--- config.mk ---
export PLATFORM = sky130hd
export DESIGN_NAME = pll_cfg_loader
export DESIGN_NICKNAME = d
export VERILOG_FILES = /design/src/rtl/synth_cfg_pkg.sv /design/src/rtl/cfg_sync.sv /design/src/rtl/cfg_control.sv /design/src/rtl/cfg_datapath.sv /design/src/rtl/pll_cfg_loader.sv
export SDC_FILE = /design/constraint.sdc
export NUM_CORES = 1
export LEC_CHECK = 0
export BUFFER_PORTS_ARGS = -buffer_cell sky130_fd_sc_hd__clkbuf_2
export CAP_MARGIN = 10
export CORE_MARGIN = 5
export CORE_UTILIZATION = 31
export DETAILED_ROUTE_END_ITERATION = 12
export GPL_TIMING_DRIVEN = 0
export SETUP_SLACK_MARGIN = 0.4
export SLEW_MARGIN = 10
export SYNTH_ARGS = -nofsm -noshare
export SYNTH_HDL_FRONTEND = slang
export SYNTH_HIERARCHICAL = 1
export SYNTH_SLANG_ARGS = --single-unit
--- constraint.sdc ---
create_clock -name clk -period 2.59 [get_ports clk]
set_input_delay 0.6475 -clock clk [delete_from_list [all_inputs] [get_ports clk]]
set_output_delay 0.6475 -clock clk [all_outputs]
set_load 0.03 [all_outputs]
--- src/rtl/synth_cfg_pkg.sv ---
package synth_cfg_pkg;

  // Strobes that the control module hands to the datapath each cycle.
  typedef struct packed {
    logic shiftEn;   // advance the shift register
    logic shiftBit;  // synchronized serial data for the shift
    logic serLoad;   // commit the shift register to the config registers
    logic parLoad;   // one-cycle parallel capture
    logic parTrack;  // parallel strobe held low: follow the pins
  } cfgStrobes_t;

endpackage

--- src/rtl/cfg_sync.sv ---
module cfg_sync #(
  parameter int   STAGES  = 2,
  parameter logic RST_VAL = 1'b0
) (
  input  logic clk,
  input  logic rst,
  input  logic asyncIn,
  output logic synced
);
  logic [STAGES-1:0] chain;

  always_ff @(posedge clk) begin
    if (rst) chain <= {STAGES{RST_VAL}};
    else     chain <= {chain[STAGES-2:0], asyncIn};
  end

  assign synced = chain[STAGES-1];
endmodule

--- src/rtl/cfg_control.sv ---
module cfg_control
  import synth_cfg_pkg::*;
#(
  parameter int SYNC_STAGES = 2
) (
  input  logic        clk,
  input  logic        rst,
  input  logic        serData,
  input  logic        serClk,
  input  logic        serLoad,
  input  logic        parLoad,
  output cfgStrobes_t strb
);
  // Input order: 0 data, 1 shift clock, 2 serial load, 3 parallel load.
  localparam int         NUM_IN   = 4;
  localparam logic [3:0] RST_VALS = 4'b1000;

  logic [NUM_IN-1:0] rawIn;
  logic [NUM_IN-1:0] lvl;
  logic [NUM_IN-1:1] lvlPrev;

  assign rawIn = {parLoad, serLoad, serClk, serData};

  for (genvar i = 0; i < NUM_IN; i++) begin : g_sync
    cfg_sync #(.STAGES(SYNC_STAGES), .RST_VAL(RST_VALS[i])) sync_i (
      .clk    (clk),
      .rst    (rst),
      .asyncIn(rawIn[i]),
      .synced (lvl[i])
    );
  end

  always_ff @(posedge clk) begin
    if (rst) lvlPrev <= RST_VALS[NUM_IN-1:1];
    else     lvlPrev <= lvl[NUM_IN-1:1];
  end

  logic clkRise, serFall, parRise;
  assign clkRise = lvl[1] & ~lvlPrev[1];
  assign serFall = ~lvl[2] & lvlPrev[2];
  assign parRise = lvl[3] & ~lvlPrev[3];

  always_comb begin
    strb.shiftEn  = clkRise;
    strb.shiftBit = lvl[0];
    strb.parTrack = ~lvl[3];
    strb.parLoad  = parRise;
    // Parallel path wins: blocked while tracking and on a same-cycle capture.
    strb.serLoad  = serFall & lvl[3] & ~parRise;
  end
endmodule

--- src/rtl/cfg_datapath.sv ---
module cfg_datapath
  import synth_cfg_pkg::*;
#(
  parameter int M_W = 9,
  parameter int N_W = 2,
  parameter int T_W = 3
) (
  input  logic                 clk,
  input  logic                 rst,
  input  cfgStrobes_t          strb,
  input  logic [M_W-1:0]       parM,
  input  logic [N_W-1:0]       parN,
  output logic [M_W+N_W+T_W-1:0] shiftWord,
  output logic [M_W-1:0]       cfgM,
  output logic [(1<<N_W)-1:0]  divRatio,
  output logic [T_W-1:0]       testSel
);
  localparam int SHIFT_W = M_W + N_W + T_W;
  localparam int RATIO_W = 1 << N_W;

  logic [SHIFT_W-1:0] shiftReg;
  logic [N_W-1:0]     cfgN;

  always_ff @(posedge clk) begin
    if (rst)               shiftReg <= '0;
    else if (strb.shiftEn) shiftReg <= {shiftReg[SHIFT_W-2:0], strb.shiftBit};
  end

  always_ff @(posedge clk) begin
    if (rst) begin
      cfgM    <= '1;
      cfgN    <= '1;
      testSel <= '0;
    end else if (strb.parTrack || strb.parLoad) begin
      cfgM <= parM;
      cfgN <= parN;
    end else if (strb.serLoad) begin
      {testSel, cfgN, cfgM} <= shiftReg;
    end
  end

  always_comb begin
    divRatio       = '0;
    divRatio[cfgN] = 1'b1;
  end

  assign shiftWord = shiftReg;

  logic unusedRatioW;
  assign unusedRatioW = (RATIO_W == 0);
endmodule

--- src/rtl/pll_cfg_loader.sv ---
module pll_cfg_loader
  import synth_cfg_pkg::*;
#(
  parameter int M_W         = 9,
  parameter int N_W         = 2,
  parameter int T_W         = 3,
  parameter int SYNC_STAGES = 2
) (
  input  logic                clk,
  input  logic                rst,
  input  logic                serData,
  input  logic                serClk,
  input  logic                serLoad,
  input  logic                parLoad,
  input  logic [M_W-1:0]      parM,
  input  logic [N_W-1:0]      parN,
  output logic [M_W-1:0]      cfgM,
  output logic [(1<<N_W)-1:0] divRatio,
  output logic [T_W-1:0]      testSel
);
  localparam int SHIFT_W = M_W + N_W + T_W;

  cfgStrobes_t        strb;
  logic [SHIFT_W-1:0] shiftWord;

  cfg_control #(.SYNC_STAGES(SYNC_STAGES)) control_i (
    .clk    (clk),
    .rst    (rst),
    .serData(serData),
    .serClk (serClk),
    .serLoad(serLoad),
    .parLoad(parLoad),
    .strb   (strb)
  );

  cfg_datapath #(.M_W(M_W), .N_W(N_W), .T_W(T_W)) datapath_i (
    .clk      (clk),
    .rst      (rst),
    .strb     (strb),
    .parM     (parM),
    .parN     (parN),
    .shiftWord(shiftWord),
    .cfgM     (cfgM),
    .divRatio (divRatio),
    .testSel  (testSel)
  );
endmodule

# After elaboration in Yosys (flattened, before gate mapping)
# Cells that the tools add are included.
totals:
  ff_bits: 39
  latchBits: 0
  ramBits: 0
  romBits: 0
  input_bits: 17
  output_inout_bits: 16
  word_cells: 32
  n_memories: 0
op_classes:
  add_sub_neg: 0
  multipliers: 0
  div_mod_pow: 0
  magnitude_cmp: 2
  n_eq_ne: 0
  n_shift: 0
  mux: 6
  bitwise_logic: 11
  n_reduce_logical: 4
ops:
  columns: ["cell", "count"]
  rows:
  - ["$mux W9", 2]
  - ["$not A1 Y1", 6]
  - ["$and A1 B1 Y1", 5]
  - ["$mux W2", 2]
  - ["$lt A2 B3 Y1 const B", 1]
  - ["$demux W1 S2", 1]
  - ["$ge A2 B1 Y1 const B", 1]
  - ["$reduce_and A2 Y1", 1]
  - ["$reduce_bool A2 Y1", 1]
  - ["$logic_and A1 B1 Y1", 1]
  - ["$logic_or A1 B1 Y1", 1]
  - ["$mux W1", 1]

# Depth between registers and ports, before layout
# Gate-level depths: netlist of the first run.
depth:
  word_depth: 6
  depth_mapped: 6
  ltp_nobuf: 3

# Modules after synthesis
# The synthesis of the first run kept the hierarchy.
modules_own_cells:
  columns: ["module", "n_inst", "cells_per_inst", "area_each_um2", "seq_area_each_um2"]
  rows:
  - ["cfg_datapath", 1, 101, 1217.4, 560.5]
  - ["cfg_sync", 4, 4, 52.6, 40.0]
  - ["cfg_control", 1, 13, 127.6, 60.1]

# Worst setup path after synthesis of the first run
# OpenSTA, ideal clock, no wires.
synth_timing:
  path_kind: "register to output"
  start: "register datapath_i.cfgN[0]"
  end: "output divRatio[1]"
  arrival_time_ns: 0.822
  required_time_ns: 1.942
  slack_ns: 1.121
  stages_incl_launch_ff: 2
  n_path_buf: 0
  path_cell_list: "dfxtp_1 > nor2b_1"
synth_between:
  elab_chain_cells: 4
  word_cells_on_any_way: 5
  cone_classes: "order compare: 2; mux: 2; reduce/logical: 1"
synth_rtl:
  columns: ["element", "line_no", "text"]
  rows:
  - ["from (decl)", "cfg_datapath.sv:22", "logic [N_W-1:0] cfgN;"]
  - ["from (signal assigned)", "cfg_datapath.sv:36", "cfgN <= parN;"]
  - ["from (signal assigned)", "cfg_datapath.sv:38", "{testSel, cfgN, cfgM} <= shiftReg;"]
  - ["$lt A2 B3 Y1 (not written as such) or $ge A2 B1 Y1 (tied branches)", "cfg_datapath.sv:44", "divRatio[cfgN] = 1'b1;"]
  - ["$logic_and A1 B1 Y1 (not written as such)", "cfg_datapath.sv:44", null]
  - ["$mux W1 (not written as such)", "cfg_datapath.sv:44", null]
  - ["$demux W1 S2 *", null, null]
  - ["to (decl)", "pll_cfg_loader.sv:18", "output logic [(1<<N_W)-1:0] divRatio,"]
# Mark *: on every way between the ends. The rest lies on a longest branch, timed or not.

# Worst setup path in the final report of the first run
layout_timing:
  start: "register datapath_i.cfgN[1]"
  end: "output divRatio[2]"
# The elaborated chain is that of the path after synthesis.

==> results of run 1 <==
per-layer routing:
metal | part of all wire [%] | up-vias | wire length, um | GRT usage, %
li1 | - | 516 | - | -
met1 | 45 | 470 | 1241 | 11.55
met2 | 46 | 31 | 1280 | 15.02
met3 | 8.0 | 5 | 222 | 4.989
met4 | 1.5 | 0 | 42 | 5.068
met5 | 0 | - | 0 | 0
Yosys cell counts:
cell       number  area, um2
dfxtp_1        39      780.8
mux2i_1        28      280.3
nor2_1         15      56.30
nor2b_1        12      75.07
a2bb2oi_2      10      150.1
nand2b_1        6      37.54
buf_4           4      30.03
buf_6           3      33.78
or2_1           3      18.77
buf_2           2      10.01
a2bb2oi_1       1      8.760
and2_1          1      6.260
and4b_1         1      10.01
clkbuf_8        1      13.76
inv_1           1      3.750
nor3_2          1      10.01
nor3b_4         1      18.77
o21bai_2        1      11.26
cell families (layout without fill, tap and decap cells):
group / after synthesis / after routing / synth area share (%)
DFF: 39 / 39 / 50.20
AOI/OAI and AO/OA: 12 / 12 / 10.94
buffers and inverters: 11 / 49 / 5.872
muxes: 28 / 28 / 18.02
and+or+nand+nor: 40 / 40 / 14.96
worst max-delay path, stage by stage (launching register included):
cell      delay (ps)
dfxtp_1          390
nor2b_1          150
clkbuf_2         210
how the worst min path moves through the flow:
stage	end	slack (ps)	cells past startpoint
2_1_floorplan	control_i/g_sync[3].sync_i/chain[1]$_SDFF_PP1_	380	1
3_3_place_gp	control_i/g_sync[3].sync_i/chain[1]$_SDFF_PP1_	390	1
3_5_place_dp	control_i/g_sync[3].sync_i/chain[1]$_SDFF_PP1_	400	1
4_1_cts	control_i/g_sync[3].sync_i/chain[1]$_SDFF_PP1_	420	1
5_1_grt	control_i/g_sync[3].sync_i/chain[1]$_SDFF_PP1_	470	1
6_report	control_i/g_sync[3].sync_i/chain[1]$_SDFF_PP1_	410	1
power groups by stage:
stage | clock network (mW) | logic, mW | registers (mW)
floorplan | 0 | 0.0781 | 0.658
global placement | 0 | 0.133 | 0.640
detailed placement | 0 | 0.136 | 0.641
CTS | 0.381 | 0.136 | 0.628
global route | 0.406 | 0.146 | 0.631
finish | 0.358 | 0.134 | 0.628
cell type report:
| class | instances | share of cell area, % |
|---|---|---|
| sequential | 39 | 41.71 |
| multi-input combinational | 80 | 36.50 |
| timing repair buffer | 32 | 8.556 |
| buffer | 10 | 4.679 |
| tap | 67 | 4.479 |
| clock buffer | 6 | 3.877 |
| inverter | 1 | 0.2005 |
registers in the layout, summed over array words and instances (netlist names):
| name | count |
|---|---|
| control_i/lvlPrev | 3 |
| datapath_i/testSel | 3 |
| datapath_i/cfgN | 2 |
| control_i/g_sync.sync_i/chain | 8 |
| datapath_i/cfgM | 9 |
| datapath_i/shiftWord | 14 |
through the flow:
stage	cell area, um2	setup WS (ps)	util (%)	hold WS [ps]
floorplan	1555	1121	-	383.2
global placement	1799	1035	37.59	386.9
detailed placement	1799	996.9	37.59	403.7
CTS	1872	888.4	39.11	423.9
global route	1872	813.8	39.11	470.3
finish	1872	915.6	39.11	414.9
==> impl_metrics.tcl, run 1 <==
set metrics [dict create \
    fmax_mhz 597.2 \
    synth_cell_types 18 \
    vias_per_cell 4.349 \
    drtAntennaViolNets 0 \
    final_layout_size_suffix_gt1_share_pct 35.71 \
    crit_end "divRatio[2]" \
    crit_path_start_kind "flop" \
    grt_pass1_wl_um 4919 \
    maxSlewHeadroom_pct 82.64 \
    worstMarginPinSlew_ps 260.3 \
    grt_overflow_total 0 \
    cts_max_path_buffers 2 \
    power_density_nw_per_um2 597.9 \
    initial_utilization_pct 32.50 \
    p_leak_nw 0.7414 \
    r2r_end "datapath_i/cfgM[0]$_SDFFE_PP1P_" \
    worstPathRequired_ps 1940 \
    r2r_cells 4 \
    grt_usage_pct 9.944 \
    cts.hold.buffers_added 0 \
    numPlacedInstances 229 \
    layout_min_cycle_time_ps 1674 \
    p_seq_share_pct 56.1 \
    peakVddDrop_mv 0.1951 \
    min_period_over_period_pct 64.65 \
    status "finished clean" \
    wirelength_um 2786 \
    ff2ff_setup_slack_ps 1290 \
    setup_viol 0 \
    ios 33 \
    synth.net_count 147 \
    cts.sink_count 39 \
    ys_warn_count 6 \
    die_w_um 80.83 \
    syn_area_um2 1555 \
    antenna_found_initial 0 \
    p_comb_share_pct 12.0 \
    core_area_um2 4786 \
    drt-initial-drc-count 42 \
    firstDrtPassIters 2 \
    cts-htree-levels 2 \
    io_buffers 32 \
    cts_buffers 5 \
    hold_violations 0 \
    cts_tree "done" \
    multi_input_area_um2 683.2 \
    critPathLaunch "datapath_i/cfgN[1]$_SDFFE_PP1P_" \
    worstSetupPathType "reg2out" \
    layoutNonFillerInstCount 235 \
    clk_latency_ps 280 \
    avgSynthCellArea_um2 11.96 \
    nets 186 \
    routedWlPerCell_um 11.86 \
    worstPathMaxFanout 5 \
    power_mw 1.119 \
    fillers 479 \
    min_path_type "reg2reg" \
    arrival_ps 1030 \
    syn_inst 130 \
    synthToLayoutAreaGrowth_pct 20.35 \
    slew_viol_final 0 \
    ys_seq_area_share_pct 50.20 \
    setup_tns_ps 0 \
    grt_pass1_vias 1101 \
    grt_max_degree 16 \
    cts-root-buf "clkbuf_8" \
    critPathCaptureType "output port" \
    rsz0062_at_grt "no" \
    min_from "control_i/g_sync[3].sync_i/chain[0]$_SDFF_PP1_" \
    drc_errors 0 \
    place_congestion 0.6666 \
    p_int_mw 0.8582 \
    clkPwrFrac_pct 32.0 \
    routed-via-count 1022 \
    p_sw_mw 0.2610 \
    fp-row-count 25 \
    dp_hpwl_um 2078 \
    die_area_um2 6533 \
    path_clk_slew_ps 60 \
    r2r-start "control_i/g_sync[3].sync_i/chain[1]$_SDFF_PP1_" \
    fin_skew_ps 4.833 \
    ff_latch_area_um2 780.7 \
    cap_violations 0 \
    final_cell_mix "dfxtp_1 (39), clkbuf_2 (32), mux2i_1 (28), nor2_1 (15), nor2b_1 (12)" \
    ctsResizeCount 0 \
    ys_ff_latch 39 \
    final_common_cell "dfxtp_1" \
    post_cts_buffers 0 \
    sw_frac_of_total_pct 23.32 \
    n_antenna_cell 0 \
    dieHeight_um 80.83 \
]
Power figures use the tool's default switching activity.
==> run 2, diff against run 1 <==
==> constraint.sdc (replaced) <==
create_clock -name clk -period 1.45 [get_ports clk]
set_input_delay 0.3625 -clock clk [delete_from_list [all_inputs] [get_ports clk]]
set_output_delay 0.3625 -clock clk [all_outputs]
set_load 0.03 [all_outputs]
==> impl_metrics.tcl, run 2 (synthesis gave the netlist of run 1 again) <==
set metrics [dict create \
    status "finished clean" \
    fin_area_um2 2233 \
    largest_register_ffs 14 \
    n_antenna_cell 0 \
    path_clk_slew_ps 70 \
    drt-initial-drc-count 59 \
    cts.hold.buffers_added 0 \
    worstMarginPinSlew_ps 277.8 \
    ff2ff_setup_slack_ps 180 \
    p_comb_share_pct 15.7 \
    cap_violations 0 \
    cts-root-buf "clkbuf_8" \
    worstPathRequired_ps 1090 \
    cts_buffers 5 \
    r2r-start "control_i/g_sync[2].sync_i/chain[1]$_SDFF_PP0_" \
    nets 198 \
    numPlacedInstances 229 \
    worstPathMaxFanout 5 \
    clk_latency_ps 290 \
    initial_utilization_pct 32.50 \
    dieHeight_um 80.83 \
    crit_path_start_kind "flop" \
    die_area_um2 6533 \
    drtAntennaViolNets 0 \
    synthToLayoutAreaGrowth_pct 43.60 \
    grt_pass1_vias 1049 \
    core_area_um2 4786 \
    final_cell_mix "dfxtp_1 (23), mux2i_1 (23), buf_8 (16), clkbuf_2 (16), nor2_1 (15)" \
    dp_slack_ps 151.1 \
    setup_tns_ps 0 \
    routedWlPerCell_um 12.95 \
    antenna_found_initial 0 \
    p_seq_share_pct 52.4 \
    fillers 427 \
    maxSlewHeadroom_pct 81.48 \
    cts-htree-levels 2 \
    hold_violations 0 \
    post-route-util_pct 46.67 \
    p_int_mw 1.634 \
    min_period_over_period_pct 90.75 \
    r2r_cells 3 \
    peakVddDrop_mv 0.5313 \
    slew_viol_final 0 \
    cts_max_path_buffers 2 \
    layoutNonFillerInstCount 249 \
    power_mw 2.159 \
    critPathCaptureType "output port" \
    place_area_um2 1807 \
    fp-row-count 25 \
    holdPathEnd "control_i/g_sync[3].sync_i/chain[0]$_SDFF_PP1_" \
    ios 33 \
    clkPwrFrac_pct 31.9 \
    cts.sink_count 39 \
    drc_errors 0 \
    rsz0062_at_grt "yes" \
    min_path_type "in2reg" \
    sw_frac_of_total_pct 24.29 \
    vias_per_cell 4.325 \
    layout_min_cycle_time_ps 1316 \
    grt_pass1_wl_um 4878 \
    dp_hpwl_um 2043 \
    place_congestion 0.6893 \
    fin_skew_ps 7.553 \
    grt_usage_pct 10.04 \
    hold_depth 2 \
    whs_ps 274.4 \
    power_density_nw_per_um2 966.5 \
    p_sw_mw 0.5243 \
    grt_overflow_total 0 \
    fin_ws_ps 134.1 \
    arrival_ps 950 \
    cts_tree "done" \
    setup_viol 0 \
    grt_max_degree 16 \
    min_from "parLoad" \
    worstSetupPathType "reg2out" \
    io_buffers 32 \
    die_w_um 80.83 \
    wirelength_um 3225 \
    fmax_mhz 759.9 \
    r2r_end "datapath_i/testSel[1]$_SDFFE_PP0P_" \
    final_layout_size_suffix_gt1_share_pct 52.75 \
    firstDrtPassIters 4 \
    routed-via-count 1077 \
    p_leak_nw 0.8936 \
]
-- run 2: changes by cell type in the layout (fill, tap and decap cells not counted), sizes merged --
cell	change
clkinv	+1
buf	+29
clkbuf	-16
-- run 2: layout make-up --
cell class / count / area, um2 / share of cell area (%)
flip-flops and latches: 39 / 805.8 / 36.08
multi-input cells: 80 / 719.4 / 32.21
repair buffers: 44 / 434.2 / 19.44
plain buffers: 10 / 105.1 / 4.706
well taps: 67 / 83.83 / 3.754
clock buffers: 7 / 76.32 / 3.417
clock inverters: 1 / 5.005 / 0.2241
inverters: 1 / 3.754 / 0.1681
-- run 2: timing repair --
item,in CTS,in global routing
setup endpoints to repair,39,44
gates cloned,3,1
pin swaps,2,4
buffers inserted,3,5
gates resized for setup,53,33
-- run 2: routing by layer --
layer  GRT usage, %  vias to the layer above  part of all wire [%]
met4          4.054                        0                  0.53
li1               -                      544                     -
met2          16.09                       32                    47
met5              0                        -                     0
met1          12.12                      498                    46
met3          3.769                        3                   6.8
-- run 2: worst max-delay path by stage --
stage | startpoint | endpoint | slack, ps | cells after the start
finish | datapath_i/cfgN[0]$_SDFFE_PP1P_ | divRatio[3] | 130 | 2
global route | datapath_i/cfgN[1]$_SDFFE_PP1P_ | divRatio[0] | 90 | 2
CTS | datapath_i/cfgN[0]$_SDFFE_PP1P_ | divRatio[1] | 100 | 2
detailed placement | control_i/g_sync[3].sync_i/chain[1]$_SDFF_PP1_ | datapath_i/cfgM[8]$_SDFFE_PP1P_ | 150 | 4
global placement | rst | datapath_i/shiftWord[13]$_SDFFE_PP0P_ | 180 | 4
floorplan | datapath_i/cfgN[0]$_SDFFE_PP1P_ | divRatio[1] | 270 | 1
-- run 2: power by group through the flow --
stage                     clock network, mW  logic, mW  registers [mW]
after floorplan                           0      0.142            1.18
after global placement                    0      0.239            1.14
after detailed placement                  0      0.245            1.15
after CTS                             0.721      0.307            1.13
after global routing                  0.765      0.360            1.14
final                                 0.689      0.339            1.13
-- run 2: critical path, stage by stage (launching register included) --
cell and delay [ps]:
dfxtp_4 360, and2_1 170, buf_8 140
==> run 3, diff against run 2 <==
--- a/config.mk
+++ b/config.mk
@@ -7,12 +7,12 @@
 export LEC_CHECK = 0
 export BUFFER_PORTS_ARGS = -buffer_cell sky130_fd_sc_hd__clkbuf_2
 export CAP_MARGIN = 10
-export CORE_MARGIN = 5
+export CORE_MARGIN = 2
 export CORE_UTILIZATION = 31
 export DETAILED_ROUTE_END_ITERATION = 12
 export GPL_TIMING_DRIVEN = 0
 export SETUP_SLACK_MARGIN = 0.4
-export SLEW_MARGIN = 10
+export SKIP_LAST_GASP = 1
 export SYNTH_ARGS = -nofsm -noshare
 export SYNTH_HDL_FRONTEND = slang
 export SYNTH_HIERARCHICAL = 1
==> impl_metrics.tcl, run 3 (synthesis gave the netlist of run 1 again) <==
set metrics [dict create \
    min_from "parLoad" \
    largest_register_ffs 14 \
    firstDrtPassIters 4 \
    rsz0062_at_grt "yes" \
    post-route-util_pct 47.69 \
    initial_utilization_pct 32.50 \
    status "finished clean" \
    die_area_um2 5600 \
    slew_viol_final 0 \
    cts-root-buf "clkbuf_8" \
    routed-via-count 1082 \
    hold_violations 0 \
    p_leak_nw 0.9034 \
    drtAntennaViolNets 0 \
    min_path_type "in2reg" \
    worstPathMaxFanout 5 \
    cts_max_path_buffers 2 \
    cts.sink_count 39 \
    final_cell_mix "dfxtp_1 (23), mux2i_1 (22), clkbuf_2 (16)" \
    layout_min_cycle_time_ps 1321 \
    multi_input_area_um2 754.5 \
    crit_path_start_kind "flop" \
    grt_pass1_vias 1011 \
    place_congestion 0.6854 \
    crit_end "divRatio[2]" \
    routedWlPerCell_um 11.98 \
    grt_overflow_total 0 \
    cap_violations 0 \
    wirelength_um 3008 \
    r2r_end "datapath_i/testSel[1]$_SDFFE_PP0P_" \
    ff_latch_area_um2 803.3 \
    ff2ff_setup_slack_ps 170 \
    fin_skew_ps 6.900 \
    antenna_found_initial 0 \
    worstSetupPathType "reg2out" \
    grt_usage_pct 11.72 \
    final_layout_size_suffix_gt1_share_pct 54.35 \
    cp_cell_sequence "nor2b_1, buf_4" \
    cts-htree-levels 2 \
    dp_hpwl_um 1849 \
    place_area_um2 1807 \
    die_w_um 74.83 \
    setup_tns_ps 0 \
    io_buffers 32 \
    worstMarginPinSlew_ps 289.5 \
    power_density_nw_per_um2 956.8 \
    whs_ps 256.5 \
    ios 33 \
    cts_buffers 5 \
    worstPathRequired_ps 1090 \
    r2r_cells 3 \
    cts_tree "done" \
    fin_area_um2 2282 \
    final_common_cell "dfxtp_1" \
    crit_slowest_cell "dfxtp_4" \
    drc_errors 0 \
    critPathLaunch "datapath_i/cfgN[1]$_SDFFE_PP1P_" \
    core_area_um2 4786 \
    grt_max_degree 16 \
    path_clk_slew_ps 70 \
    numPlacedInstances 229 \
    synthToLayoutAreaGrowth_pct 46.74 \
    peakVddDrop_mv 0.4379 \
    vias_per_cell 4.311 \
    setup_viol 0 \
    min_period_over_period_pct 91.11 \
    r2r-start "control_i/g_sync[2].sync_i/chain[1]$_SDFF_PP0_" \
    nets 200 \
    fp-row-count 25 \
    slowest_delay_ps 370 \
    arrival_ps 960 \
    fillers 447 \
    critPathCaptureType "output port" \
    maxSlewHeadroom_pct 80.70 \
    drt-initial-drc-count 59 \
    clk_latency_ps 290 \
    grt_pass1_wl_um 4692 \
    fmax_mhz 756.9 \
    cts.hold.buffers_added 0 \
    layoutNonFillerInstCount 251 \
    dieHeight_um 74.83 \
    n_antenna_cell 0 \
]
run 3: changes by cell type in the layout (fill, tap and decap cells not counted), moves of 2 or more:
cell / previous run / this run
buf_4: 11 / 14
mux2i_2: 5 / 3
mux2i_4: 0 / 3
nor2b_4: 0 / 2
run 3: where the power goes:
group,leakage (nW),switching [mW],internal (mW),total [mW]
Combinational,0.546,0.149,0.196,0.345
Clock,0.0422,0.369,0.337,0.706
Sequential,0.316,0.0238,1.11,1.13
run 3: critical path: cells and delay by family (launching register included):
family,cells,cell delay (ps)
buffers and inverters,1,160
DFF,1,370
and+or+nand+nor,1,130
run 3: worst min path at each step:
| stage | to | slack [ps] | depth (start not counted) |
|---|---|---|---|
| 2_1_floorplan | control_i/g_sync[3].sync_i/chain[1]$_SDFF_PP1_ | 380 | 1 |
| 3_3_place_gp | control_i/g_sync[3].sync_i/chain[1]$_SDFF_PP1_ | 390 | 1 |
| 3_5_place_dp | control_i/g_sync[3].sync_i/chain[1]$_SDFF_PP1_ | 400 | 1 |
| 4_1_cts | control_i/g_sync[3].sync_i/chain[0]$_SDFF_PP1_ | 250 | 2 |
| 5_1_grt | control_i/g_sync[3].sync_i/chain[0]$_SDFF_PP1_ | 260 | 2 |
| 6_report | control_i/g_sync[3].sync_i/chain[0]$_SDFF_PP1_ | 260 | 2 |
run 3: layer usage:
metal | wire (um) | vias to the layer above | global-route usage (%)
met1 | 1324 | 498 | 13.25
met5 | 0 | - | 0
met2 | 1463 | 27 | 18.81
met4 | 86 | 0 | 8.333
met3 | 134 | 8 | 3.481
li1 | - | 549 | -
run 3: timing repair:
| action | 4_1_cts | 5_1_grt |
|---|---|---|
| setup buffers | 6 | 5 |
| cloned | 3 | 0 |
| gates resized for setup | 53 | 31 |
| pin swaps | 2 | 6 |
| endpoints found under the hold margin | 0 | 0 |
| endpoints found under the setup margin | 39 | 44 |
run 3: layout make-up:
cell class	instances	share of cell area, %
flip-flops and latches	39	35.20
multi-input cells	80	33.06
repair buffers	46	19.74
plain buffers	10	4.605
well taps	67	3.673
clock buffers	7	3.344
clock inverters	1	0.2193
inverters	1	0.1645
run 3: stage by stage:
stage | setup WS [ps] | total power [mW]
after floorplan | 265.8 | 1.317
after global placement | 179.1 | 1.381
after detailed placement | 145.5 | 1.389
after CTS | 98.10 | 2.168
after global routing | 82.85 | 2.284
final | 128.9 | 2.184
